`config.mk`:
```
export PLATFORM = sky130hd
export DESIGN_NAME = esf_yellow_gen
export DESIGN_NICKNAME = d
export VERILOG_FILES = /design/src/rtl/yalm_pkg.sv /design/src/rtl/yalm_pattern_seq.sv /design/src/rtl/esf_yellow_gen.sv
export SDC_FILE = /design/constraint.sdc
export NUM_CORES = 1
export LEC_CHECK = 0
export ABC_AREA = 1
export ABC_CLOCK_PERIOD_IN_PS = 3760
export BUFFER_PORTS_ARGS = -buffer_cell sky130_fd_sc_hd__buf_2
export CAP_MARGIN = 20
export CORE_ASPECT_RATIO = 0.6
export CORE_MARGIN = 3
export CORE_UTILIZATION = 40
export DETAILED_ROUTE_END_ITERATION = 6
export PLACE_DENSITY = 0.67
export SYNTH_ARGS = -nofsm -noshare
export SYNTH_HDL_FRONTEND = slang
export SYNTH_HIERARCHICAL = 1
export SYNTH_SLANG_ARGS = --single-unit
export TNS_END_PERCENT = 50
```
`constraint.sdc`:
```
create_clock -name clk -period 3.76 [get_ports clk]
set_clock_uncertainty 0.2 [all_clocks]
set_input_delay 0.564 -clock clk [delete_from_list [all_inputs] [get_ports clk]]
set_output_delay 0.564 -clock clk [all_outputs]
set_load 0.005 [all_outputs]
```
`src/rtl/yalm_pkg.sv`:
```
package yalm_pkg;

    typedef enum logic [1:0] {
        ST_IDLE       = 2'd0,
        ST_BURST_MIN  = 2'd1,
        ST_BURST_HOLD = 2'd2,
        ST_SF_FORCE   = 2'd3
    } yalm_state_e;

endpackage

```
`src/rtl/yalm_pattern_seq.sv`:
```
module yalm_pattern_seq #(
    parameter int PAT_LEN  = 16,
    parameter int ONES_LEN = 8,
    parameter int IDX_W    = 4
) (
    input  logic             clk,
    input  logic             rst_n,
    input  logic             advance,
    output logic [IDX_W-1:0] idx,
    output logic [IDX_W-1:0] idx_nxt,
    output logic             bit_val,
    output logic             last
);

    logic [IDX_W-1:0] idx_q;

    assign last    = (idx_q == IDX_W'(PAT_LEN - 1));
    assign bit_val = (idx_q < IDX_W'(ONES_LEN));
    assign idx     = idx_q;

    always_comb begin
        idx_nxt = idx_q;
        if (advance) begin
            idx_nxt = last ? '0 : idx_q + 1'b1;
        end
    end

    always_ff @(posedge clk or negedge rst_n) begin
        if (!rst_n) begin
            idx_q <= '0;
        end else begin
            idx_q <= idx_nxt;
        end
    end

endmodule

```
`src/rtl/esf_yellow_gen.sv`:
```
module esf_yellow_gen
    import yalm_pkg::*;
#(
    parameter int PAT_LEN  = 16,
    parameter int ONES_LEN = 8,
    parameter int MIN_REPS = 255
) (
    input  logic clk,
    input  logic rst_n,
    input  logic dl_strobe,
    input  logic sf_mode,
    input  logic esf_req,
    input  logic sf_req,
    output logic dl_bit,
    output logic dl_own,
    output logic sf_bit2_zero,
    output logic alarm_active
);

    localparam int IDX_W    = (PAT_LEN > 1) ? $clog2(PAT_LEN) : 1;
    localparam int REP_W    = (MIN_REPS > 1) ? $clog2(MIN_REPS) : 1;
    localparam int LAST_REP = MIN_REPS - 1;

    yalm_state_e      state_q, state_d;
    logic [REP_W-1:0] rep_q, rep_d;
    logic             skip_q, skip_d;
    logic             req_q;
    logic             req_edge;
    logic             sending;
    logic             advance;
    logic             wrap;
    logic [IDX_W-1:0] bit_idx;
    logic [IDX_W-1:0] idx_nxt;
    logic             bit_val;
    logic             last;

    assign req_edge = esf_req & ~req_q;
    assign sending  = (state_q == ST_BURST_MIN) || (state_q == ST_BURST_HOLD);
    assign advance  = sending & dl_strobe;
    assign wrap     = advance & last;

    yalm_pattern_seq #(
        .PAT_LEN  (PAT_LEN),
        .ONES_LEN (ONES_LEN),
        .IDX_W    (IDX_W)
    ) seq_i (
        .clk     (clk),
        .rst_n   (rst_n),
        .advance (advance),
        .idx     (bit_idx),
        .idx_nxt (idx_nxt),
        .bit_val (bit_val),
        .last    (last)
    );

    // Next-state logic: word boundaries are the only exit points of a burst.
    always_comb begin
        state_d = state_q;
        rep_d   = rep_q;
        skip_d  = skip_q;
        unique case (state_q)
            ST_IDLE: begin
                if (sf_mode && sf_req) begin
                    state_d = ST_SF_FORCE;
                end else if (!sf_mode && req_edge) begin
                    state_d = ST_BURST_MIN;
                    rep_d   = '0;
                    skip_d  = 1'b0;
                end
            end
            ST_BURST_MIN: begin
                if (req_edge) begin
                    rep_d  = '0;
                    skip_d = (idx_nxt != '0);
                end else if (wrap) begin
                    if (skip_q) begin
                        skip_d = 1'b0;
                    end else if (rep_q == REP_W'(LAST_REP)) begin
                        state_d = esf_req ? ST_BURST_HOLD : ST_IDLE;
                    end else begin
                        rep_d = rep_q + 1'b1;
                    end
                end
            end
            ST_BURST_HOLD: begin
                if (req_edge) begin
                    state_d = ST_BURST_MIN;
                    rep_d   = '0;
                    skip_d  = (idx_nxt != '0);
                end else if (wrap && !esf_req) begin
                    state_d = ST_IDLE;
                end
            end
            ST_SF_FORCE: begin
                if (!sf_mode || !sf_req) begin
                    state_d = ST_IDLE;
                end
            end
            default: state_d = ST_IDLE;
        endcase
    end

    always_ff @(posedge clk or negedge rst_n) begin
        if (!rst_n) begin
            state_q <= ST_IDLE;
            rep_q   <= '0;
            skip_q  <= 1'b0;
            req_q   <= 1'b0;
        end else begin
            state_q <= state_d;
            rep_q   <= rep_d;
            skip_q  <= skip_d;
            req_q   <= esf_req;
        end
    end

    // Output decode.
    always_comb begin
        dl_own       = 1'b0;
        dl_bit       = 1'b0;
        sf_bit2_zero = 1'b0;
        unique case (state_q)
            ST_IDLE: ;
            ST_BURST_MIN, ST_BURST_HOLD: begin
                dl_own = 1'b1;
                dl_bit = bit_val;
            end
            ST_SF_FORCE: sf_bit2_zero = 1'b1;
            default: ;
        endcase
        alarm_active = dl_own | sf_bit2_zero;
    end

    AST_STALL_HOLDS: assert property (@(posedge clk) disable iff (!rst_n)
        (dl_own && !dl_strobe) |=> $stable(bit_idx));

    AST_WHOLE_WORD: assert property (@(posedge clk) disable iff (!rst_n)
        $fell(dl_own) |-> ($past(dl_strobe) && $past(bit_idx) == IDX_W'(PAT_LEN - 1)));

    AST_MIN_REACHED: assert property (@(posedge clk) disable iff (!rst_n)
        $fell(dl_own) |-> ($past(rep_q) == REP_W'(LAST_REP) && !$past(skip_q)));

    AST_NO_GAP: assert property (@(posedge clk) disable iff (!rst_n)
        (!dl_own && !sf_bit2_zero && !sf_mode && esf_req && !$past(esf_req)) |=> dl_own);

    AST_MODE_GATE: assert property (@(posedge clk) disable iff (!rst_n)
        $rose(dl_own) |-> !$past(sf_mode));

    AST_FORCE_EXCL: assert property (@(posedge clk) disable iff (!rst_n)
        sf_bit2_zero |-> (!dl_own && !dl_bit));

endmodule

```
==> results.sh, run 1 <==
export IMPL_fin_setup_tns_ns=0
export IMPL_cap_violations=0
export IMPL_async_reset_ff_share_pct=100.0
export IMPL_ir_worst_vdd_mv=0.3302
export IMPL_ys_warn_count=6
export IMPL_syn_inst=163
export IMPL_finalWeightedCongestion=0.8303
export IMPL_synth_commonest_cells="nand2_1, inv_1, nand3_1"
export IMPL_yosysMostFrequentCell="nand2_1"
export IMPL_status="completed"
export IMPL_cts_buffers=3
export IMPL_htreeDepth=1
export IMPL_hpwl_um=2088
export IMPL_yosys_area_top_type="dfrtp_1"
export IMPL_syn_avg_cell_area_um2=7.354
export IMPL_internal_power_mw=0.4516
export IMPL_arrival_ns=1.39
export IMPL_die_w_um=76.67
export IMPL_pre_cts_ws_ns=1.660
export IMPL_path_max_fanout=6
export IMPL_worst_endpoint_required_ns=3.00
export IMPL_antenna_found_initial=0
export IMPL_pwr_share_clk_pct=18.7
export IMPL_hp_class="primary input to async pin"
export IMPL_finalMaxSlewViolations=0
export IMPL_cts_resized=0
export IMPL_root_buffer="clkbuf_8"
export IMPL_r2r_slack_ns=1.60
export IMPL_die_h_um=48.40
export IMPL_syn2layout_area_growth_pct=10.86
export IMPL_grt_pass1_vias=936
export IMPL_reg2reg_to="skip_q"
export IMPL_netlist_area_mm2=0.001199
export IMPL_p_sw_share_pct=46.50
export IMPL_grt_ovfl_total=0
export IMPL_rows=14
export IMPL_drt_iter0_markers=44
export IMPL_grt_max_degree=17
export IMPL_grt_pass1_wl_um=4533
export IMPL_reg2reg_from="state_q[0]"
export IMPL_drc=0
export IMPL_routed_wl_um=2624
export IMPL_port_buffers=9
export IMPL_finalSetupViolCount=0
export IMPL_min_period_ns=2.155
export IMPL_worstSetupPathType="register to output port"
export IMPL_fp_dieArea_mm2=0.003711
export IMPL_cts_tree="done"
export IMPL_hold_buffers=0
export IMPL_hold_violations=0
export IMPL_p_per_area_mw_per_mm2=635.3
export IMPL_ant_nets=0
export IMPL_cts_sinks=16
export IMPL_pwr_share_comb_pct=49.6
export IMPL_startpoint_type="register"
export IMPL_via_count=1034
export IMPL_synth_top_area_share_pct=33.40
export IMPL_max_freq_mhz=464.0
export IMPL_yosysUniqueCellTypes=20
export IMPL_worst_slack_ns=1.605
export IMPL_via_per_inst=4.809
export IMPL_synth_ff_type="dfrtp_1"
export IMPL_clockBufferDepth=2
export IMPL_nNetsFinal=191
export IMPL_crit_path_end_kind="output port"
export IMPL_synth_edf_count=0
export IMPL_n_antenna_cell=0
export IMPL_switching_power_mw=0.3925
export IMPL_insertion_delay_ns=0.26
export IMPL_period_share_pct=57.32
export IMPL_initial_core_util_pct=44.72
export IMPL_drive_gt1_share_pct=21.71
export IMPL_seq_area_frac_synth_pct=33.40
export IMPL_cts_setup_buffers=0
export IMPL_synth_nets=178
export IMPL_clk_pin_slew_ns=0.07
export IMPL_relSlewSlack_pct=71.59
export IMPL_ios=10
export IMPL_p_leak_nw=0.6997
export IMPL_rsz0062_at_grt="no"
export IMPL_drt_pass1_iter_count=4
export IMPL_synth_area_leaders="dfrtp_1, nand2_1, ha_1"
export IMPL_r2r_cells=12
export IMPL_ys_seq_elements=16
export IMPL_grt_use_total_pct=15.46
export IMPL_core_mm2=0.002680
export IMPL_wl_per_cell_um=12.20
export IMPL_seqPwrFrac_pct=31.7
export IMPL_worst_pin_slew_ns=0.4237
==> stage by stage <==
step / cell area (um^2) / std cells / power (mW) / hold slack [ns] / util, %
6_report: 1329 / 215 / 0.8441 / 0.008946 / 49.58
5_1_grt: 1329 / 215 / 0.9232 / 0.03600 / 49.58
4_1_cts: 1329 / 215 / 0.8467 / 0.03120 / 49.58
3_5_place_dp: 1274 / 211 / 0.6849 / 0.3119 / 47.53
3_3_place_gp: 1274 / 211 / 0.6685 / 0.3071 / 47.53
2_1_floorplan: 1199 / 163 / 0.5988 / 0.06841 / -
==> cell type report <==
type / instances / area [um^2]
fill: 278 / 1351
multi-input combinational: 118 / 673.1
sequential: 16 / 400.4
inverter: 28 / 105.1
clock buffer: 4 / 55.05
tap: 40 / 50.05
timing repair buffer: 9 / 45.04
==> power groups by stage <==
stage | Sequential (mW) | Combinational [mW] | Clock, mW
2_1_floorplan | 0.255 | 0.344 | 0
4_1_cts | 0.266 | 0.417 | 0.163
5_1_grt | 0.276 | 0.475 | 0.172
3_3_place_gp | 0.264 | 0.404 | 0
6_report | 0.268 | 0.419 | 0.158
3_5_place_dp | 0.270 | 0.415 | 0
==> how the worst max path moves through the flow <==
stage	startpoint	endpoint	slack, ns
floorplan	state_q[0]	skip_q	1.85
global placement	state_q[0]	skip_q	1.75
detailed placement	state_q[1]	skip_q	1.66
CTS	state_q[0]	dl_bit	1.60
global route	state_q[0]	skip_q	1.37
finish	state_q[0]	dl_bit	1.60
==> cells in the final DEF, fill, tap and decap left out, drive strengths merged <==
cell,Yosys,routed
a21boi,1,1
buf,1,9
clkbuf,0,4
clkinv,1,1
dfrtp,16,16
ha,9,9
inv,27,27
nand2,53,53
nand3,21,21
nand4,4,4
nor2,12,12
o211ai,1,1
o21ai,14,14
o21bai,2,2
or2,1,1
==> flip-flops by register name, indices dropped and copies added (netlist names) <==
name,count
req_q,1
state_q,2
skip_q,1
rep_q,8
seq_i/idx,4
==> kinds of logic (layout without fill, tap and decap cells) <==
group                    count (synthesis)  after routing  share of synthesized area (%)
flip-flops                              16             16                          33.40
adder cells (fa/ha/maj)                  9              9                          9.395
buffers and inverters                   29             41                          10.44
AO/OA/AOI/OAI                           18             18                          10.86
AND/OR/NAND/NOR                         91             91                          35.91
==> worst max-delay path: stages, from the launching register on <==
cell and delay (ns):
dfrtp_1 0.43, inv_1 0.11, ha_1 0.37, nand2_1 0.08, inv_1 0.03, buf_2 0.11
==> layer usage <==
layer | GRT usage (%) | up-vias | part of all wire (%)
met5 | 0 | - | 0
met4 | 4.819 | 0 | 1.2
met3 | 4.259 | 5 | 4.5
met2 | 21.82 | 16 | 42
met1 | 22.67 | 475 | 52
li1 | - | 538 | -
No activity file was read; power rests on OpenSTA's default activity.
==> run 2: changes to the inputs <==
- ABC_CLOCK_PERIOD_IN_PS: 3760 -> 1700
- PLACE_DENSITY: 0.67 -> 0.69
- clock period: 3.76 -> 1.7 ns (I/O delays scaled with it)
==> results.sh, run 2 (synthesized netlist as in run 1, its figures left out) <==
export IMPL_status="complete, but fails checks"
export IMPL_violations="setup timing"
export IMPL_cts_tree="done"
export IMPL_arrival_ns=1.73
export IMPL_grt_ovfl_total=0
export IMPL_min_period_ns=1.756
export IMPL_via_per_inst=5.035
export IMPL_clk_pin_slew_ns=0.07
export IMPL_grt_pass1_wl_um=4340
export IMPL_syn2layout_area_growth_pct=31.21
export IMPL_htreeDepth=1
export IMPL_ir_worst_vdd_mv=0.7069
export IMPL_pwr_share_comb_pct=62.5
export IMPL_hold_violations=0
export IMPL_pwr_share_clk_pct=14.0
export IMPL_die_h_um=48.40
export IMPL_ios=10
export IMPL_startpoint_type="register"
export IMPL_antenna_found_initial=0
export IMPL_wl_per_cell_um=12.98
export IMPL_grt_use_total_pct=14.59
export IMPL_max_stage_delay_ns=0.36
export IMPL_relSlewSlack_pct=75.24
export IMPL_nNetsFinal=206
export IMPL_p_per_area_mw_per_mm2=1542
export IMPL_worst_pin_slew_ns=0.3714
export IMPL_path_max_fanout=7
export IMPL_root_buffer="clkbuf_8"
export IMPL_crit_path_end_kind="register"
export IMPL_grt_max_degree=17
export IMPL_period_share_pct=103.3
export IMPL_seqPwrFrac_pct=23.6
export IMPL_rsz0062_at_grt="yes"
export IMPL_whs_endpoint="req_q"
export IMPL_port_buffers=9
export IMPL_finalWeightedCongestion=0.8564
export IMPL_worst_endpoint_required_ns=1.68
export IMPL_crit_slowest_cell="dfrtp_1"
export IMPL_rows=14
export IMPL_worstSetupPathType="register to register"
export IMPL_clockBufferDepth=2
export IMPL_fin_setup_tns_ns=-0.09233
export IMPL_cp_num_cells=12
export IMPL_p_leak_nw=0.7931
export IMPL_mostFrequentLayoutCells="nand2_1, inv_1, nand3_1"
export IMPL_routed_wl_um=2985
export IMPL_via_count=1158
export IMPL_drive_gt1_share_pct=35.79
export IMPL_fp_dieArea_mm2=0.003711
export IMPL_crit_family="simple AND/OR/NAND/NOR gates"
export IMPL_die_w_um=76.67
export IMPL_regMostFlops="rep_q"
export IMPL_cts_sinks=16
export IMPL_hp_class="primary input to register"
export IMPL_grt_pass1_vias=962
export IMPL_hold_path_startpoint="esf_req"
export IMPL_drt_pass1_iter_count=4
export IMPL_core_mm2=0.002680
export IMPL_hpwl_um=1992
export IMPL_path_cells="inv_2, ha_4, nand2_4, inv_6, nand2_4, nor2_4, nand2_1, o21ai_2, nor2_1, nand2_1, nand3_2, o21ai_2"
export IMPL_finalSetupViolCount=2
export IMPL_nFillCells=214
export IMPL_pre_cts_ws_ns=-0.08144
export IMPL_reg2reg_to="skip_q"
export IMPL_min_path_cells=1
export IMPL_initial_core_util_pct=44.72
export IMPL_worst_slack_ns=-0.05565
export IMPL_drt_iter0_markers=102
export IMPL_switching_power_mw=1.082
export IMPL_max_freq_mhz=569.6
export IMPL_cap_violations=0
export IMPL_largest_reg_flops=8
export IMPL_internal_power_mw=1.343
export IMPL_drc=0
export IMPL_cts_buffers=3
export IMPL_finalMaxSlewViolations=0
export IMPL_reg2reg_from="state_q[0]"
export IMPL_ant_nets=0
export IMPL_p_sw_share_pct=44.63
export IMPL_r2r_slack_ns=-0.06
export IMPL_insertion_delay_ns=0.25
export IMPL_r2r_cells=12
export IMPL_n_antenna_cell=0
export IMPL_worst_path_buf_inv=2
export IMPL_final_common_cell="nand2_1"
run 2: per-layer routing:
metal / global-route usage [%] / wire length (um) / vias up
met2: 22.11 / 1379 / 54
met3: 4.074 / 189 / 6
met5: 0 / 0 / -
met1: 20.53 / 1398 / 527
met4: 3.614 / 19 / 0
li1: - / - / 571
run 2: worst max-delay path by stage:
stage	end	from	slack, ns
6_report	skip_q	state_q[0]	-0.06
5_1_grt	skip_q	state_q[0]	-0.12
3_3_place_gp	skip_q	state_q[1]	0.01
3_5_place_dp	skip_q	state_q[1]	-0.08
4_1_cts	skip_q	state_q[0]	-0.04
2_1_floorplan	skip_q	state_q[0]	-0.008
run 2: through the flow:
| step | hold slack (ns) | utilization [%] | total power, mW | cells | instance area [um^2] |
|---|---|---|---|---|---|
| 2_1_floorplan | -0.2406 | - | 1.387 | 163 | 1221 |
| 3_3_place_gp | -0.008873 | 50.89 | 1.655 | 220 | 1364 |
| 3_5_place_dp | -0.005747 | 50.89 | 1.694 | 220 | 1364 |
| 4_1_cts | 0.01768 | 55.37 | 2.171 | 227 | 1484 |
| 5_1_grt | 0.02384 | 58.68 | 2.589 | 230 | 1573 |
| 6_report | 0.02994 | 58.68 | 2.425 | 230 | 1573 |
run 2: area by class of cell:
class / instances / area [um^2] / area share, %
multi-input cells: 119 / 788.3 / 50.12
clock buffers: 4 / 55.05 / 3.500
well taps: 40 / 50.05 / 3.182
repair buffers: 23 / 168.9 / 10.74
flip-flops and latches: 16 / 400.4 / 25.46
inverters: 28 / 110.1 / 7.001
run 2: timing repair:
action	CTS	global route
buffers inserted	2	2
hold buffers	1	0
pin swaps	5	7
gates resized for setup	10	11
cloned	0	1
setup endpoints to repair	8	12
endpoints found under the hold margin	16	0
run 2: power groups by stage:
stage	clock network [mW]	logic (mW)	registers, mW
floorplan	0	0.821	0.566
global placement	0	1.10	0.555
detailed placement	0	1.13	0.560
CTS	0.348	1.26	0.559
global route	0.365	1.64	0.582
finish	0.339	1.51	0.571
==> run 3: changes to the inputs <==
- CORE_UTILIZATION: 40 -> 50
- PLACE_DENSITY: 0.69 -> 0.81
==> results.sh, run 3 (synthesized netlist as in run 1, its figures left out) <==
export IMPL_syn2layout_area_growth_pct=31.73
export IMPL_worst_endpoint_required_ns=1.65
export IMPL_regMostFlops="rep_q"
export IMPL_grt_max_degree=17
export IMPL_drc=0
export IMPL_routed_wl_um=3186
export IMPL_startpoint_type="register"
export IMPL_finalWeightedCongestion=0.8993
export IMPL_worst_slack_ns=-0.07436
export IMPL_ios=10
export IMPL_htreeDepth=1
export IMPL_rows=13
export IMPL_path_max_fanout=7
export IMPL_mostFrequentLayoutCells="nand2_1, inv_1, nand3_1"
export IMPL_pwr_share_clk_pct=14.4
export IMPL_cts_sinks=16
export IMPL_largest_reg_flops=8
export IMPL_multiInputGateArea_um2=797.0
export IMPL_p_leak_nw=0.8258
export IMPL_hold_violations=0
export IMPL_hp_class="primary input to register"
export IMPL_min_period_ns=1.774
export IMPL_p_sw_share_pct=45.94
export IMPL_root_buffer="clkbuf_8"
export IMPL_grt_pass1_wl_um=4705
export IMPL_cap_violations=0
export IMPL_period_share_pct=104.4
export IMPL_initial_core_util_pct=54.19
export IMPL_finalSetupViolCount=12
export IMPL_wl_per_cell_um=14.29
export IMPL_final_common_cell="nand2_1"
export IMPL_worst_pin_slew_ns=0.3819
export IMPL_grt_ovfl_total=0
export IMPL_layoutNonFillerInstCount=223
export IMPL_dp_cells=212
export IMPL_grt_use_total_pct=20.17
export IMPL_grt_pass1_vias=1078
export IMPL_violations="setup timing"
export IMPL_status="complete, but fails checks"
export IMPL_fp_dieArea_mm2=0.003040
export IMPL_drive_gt1_share_pct=39.38
export IMPL_nNetsFinal=209
export IMPL_switching_power_mw=1.132
export IMPL_ir_worst_vdd_mv=1.060
export IMPL_arrival_ns=1.72
export IMPL_internal_power_mw=1.332
export IMPL_drt_iter0_markers=110
export IMPL_seqCellArea_um2=400.4
export IMPL_cts_buffers=3
export IMPL_final_util_pct=71.38
export IMPL_n_antenna_cell=0
export IMPL_nFillCells=181
export IMPL_core_mm2=0.002212
export IMPL_seqPwrFrac_pct=23.3
export IMPL_finalMaxSlewViolations=0
export IMPL_clockBufferDepth=2
export IMPL_power_mw=2.464
export IMPL_port_buffers=9
export IMPL_p_per_area_mw_per_mm2=1561
export IMPL_relSlewSlack_pct=74.54
export IMPL_die_w_um=69.21
export IMPL_hpwl_um=2150
export IMPL_clk_pin_slew_ns=0.07
export IMPL_antenna_found_initial=0
export IMPL_worstSetupPathType="register to register"
export IMPL_rsz0062_at_grt="yes"
export IMPL_dpl_instance_area_mm2=0.001366
export IMPL_via_per_inst=5.309
export IMPL_ant_nets=0
export IMPL_crit_path_end_kind="register"
export IMPL_hold_ws_ns=0.0008767
export IMPL_post_route_cell_area_mm2=0.001579
export IMPL_max_freq_mhz=563.6
export IMPL_via_count=1184
export IMPL_drt_pass1_iter_count=4
export IMPL_pwr_share_comb_pct=62.3
export IMPL_cts_tree="done"
export IMPL_insertion_delay_ns=0.26
export IMPL_die_h_um=43.93
[run 3: final timing paths]
check                            from         end  slack (ns)  depth (start not counted)
min                           esf_req       req_q      0.0009                          1
max                        state_q[0]      skip_q       -0.07                         11
max reg2reg                state_q[0]      skip_q       -0.07                         11
max in group asynchronous       rst_n  state_q[0]        0.78                          2
min reg2reg                  rep_q[7]    rep_q[7]        0.34                          2
min in group asynchronous       rst_n    rep_q[3]        0.24                          2
[run 3: cell type report]
class	count	area share (%)
multi-input cells	119	50.48
flip-flops and latches	16	25.36
repair buffers	26	11.33
inverters	28	6.973
clock buffers	4	3.487
well taps	30	2.377
[run 3: critical path, stage by stage, from the launching register on]
cell	delay (ns)
dfrtp_1	0.38
inv_2	0.06
ha_4	0.29
nand2_4	0.06
inv_6	0.07
nand3_1	0.12
nand2_1	0.12
o21ai_2	0.06
nor2_1	0.10
nand2_1	0.07
nand3_1	0.07
o21ai_1	0.07
[run 3: power by group through the flow]
stage | sequential, mW | combinational (mW) | clock, mW
4_1_cts | 0.562 | 1.25 | 0.358
6_report | 0.575 | 1.53 | 0.355
3_5_place_dp | 0.569 | 1.17 | 0
2_1_floorplan | 0.566 | 0.821 | 0
5_1_grt | 0.587 | 1.67 | 0.376
3_3_place_gp | 0.554 | 1.13 | 0
[run 3: repair_timing]
| action | 4_1_cts | 5_1_grt |
|---|---|---|
| cloned | 0 | 1 |
| hold buffers | 1 | 0 |
| pin swaps | 3 | 9 |
| setup endpoints to repair | 12 | 13 |
| buffers inserted | 2 | 3 |
| resized for setup | 6 | 23 |
| endpoints found under the hold margin | 16 | 0 |
[run 3: metal layers]
metal	vias up	global-route usage (%)	wire (um)
li1	578	-	-
met1	550	24.75	1440
met2	51	35.42	1532
met3	5	5.556	188
met4	0	5.837	25
met5	-	0	0
[run 3: per-stage QoR]
stage	setup WS [ns]	setup TNS (ns)
after global routing	-0.1840	-1.616
after CTS	-0.09023	-0.4982
after floorplan	-0.008223	-0.01114
final	-0.07436	-0.7739
after global placement	-0.01276	-0.01276
after detailed placement	-0.1316	-0.3222
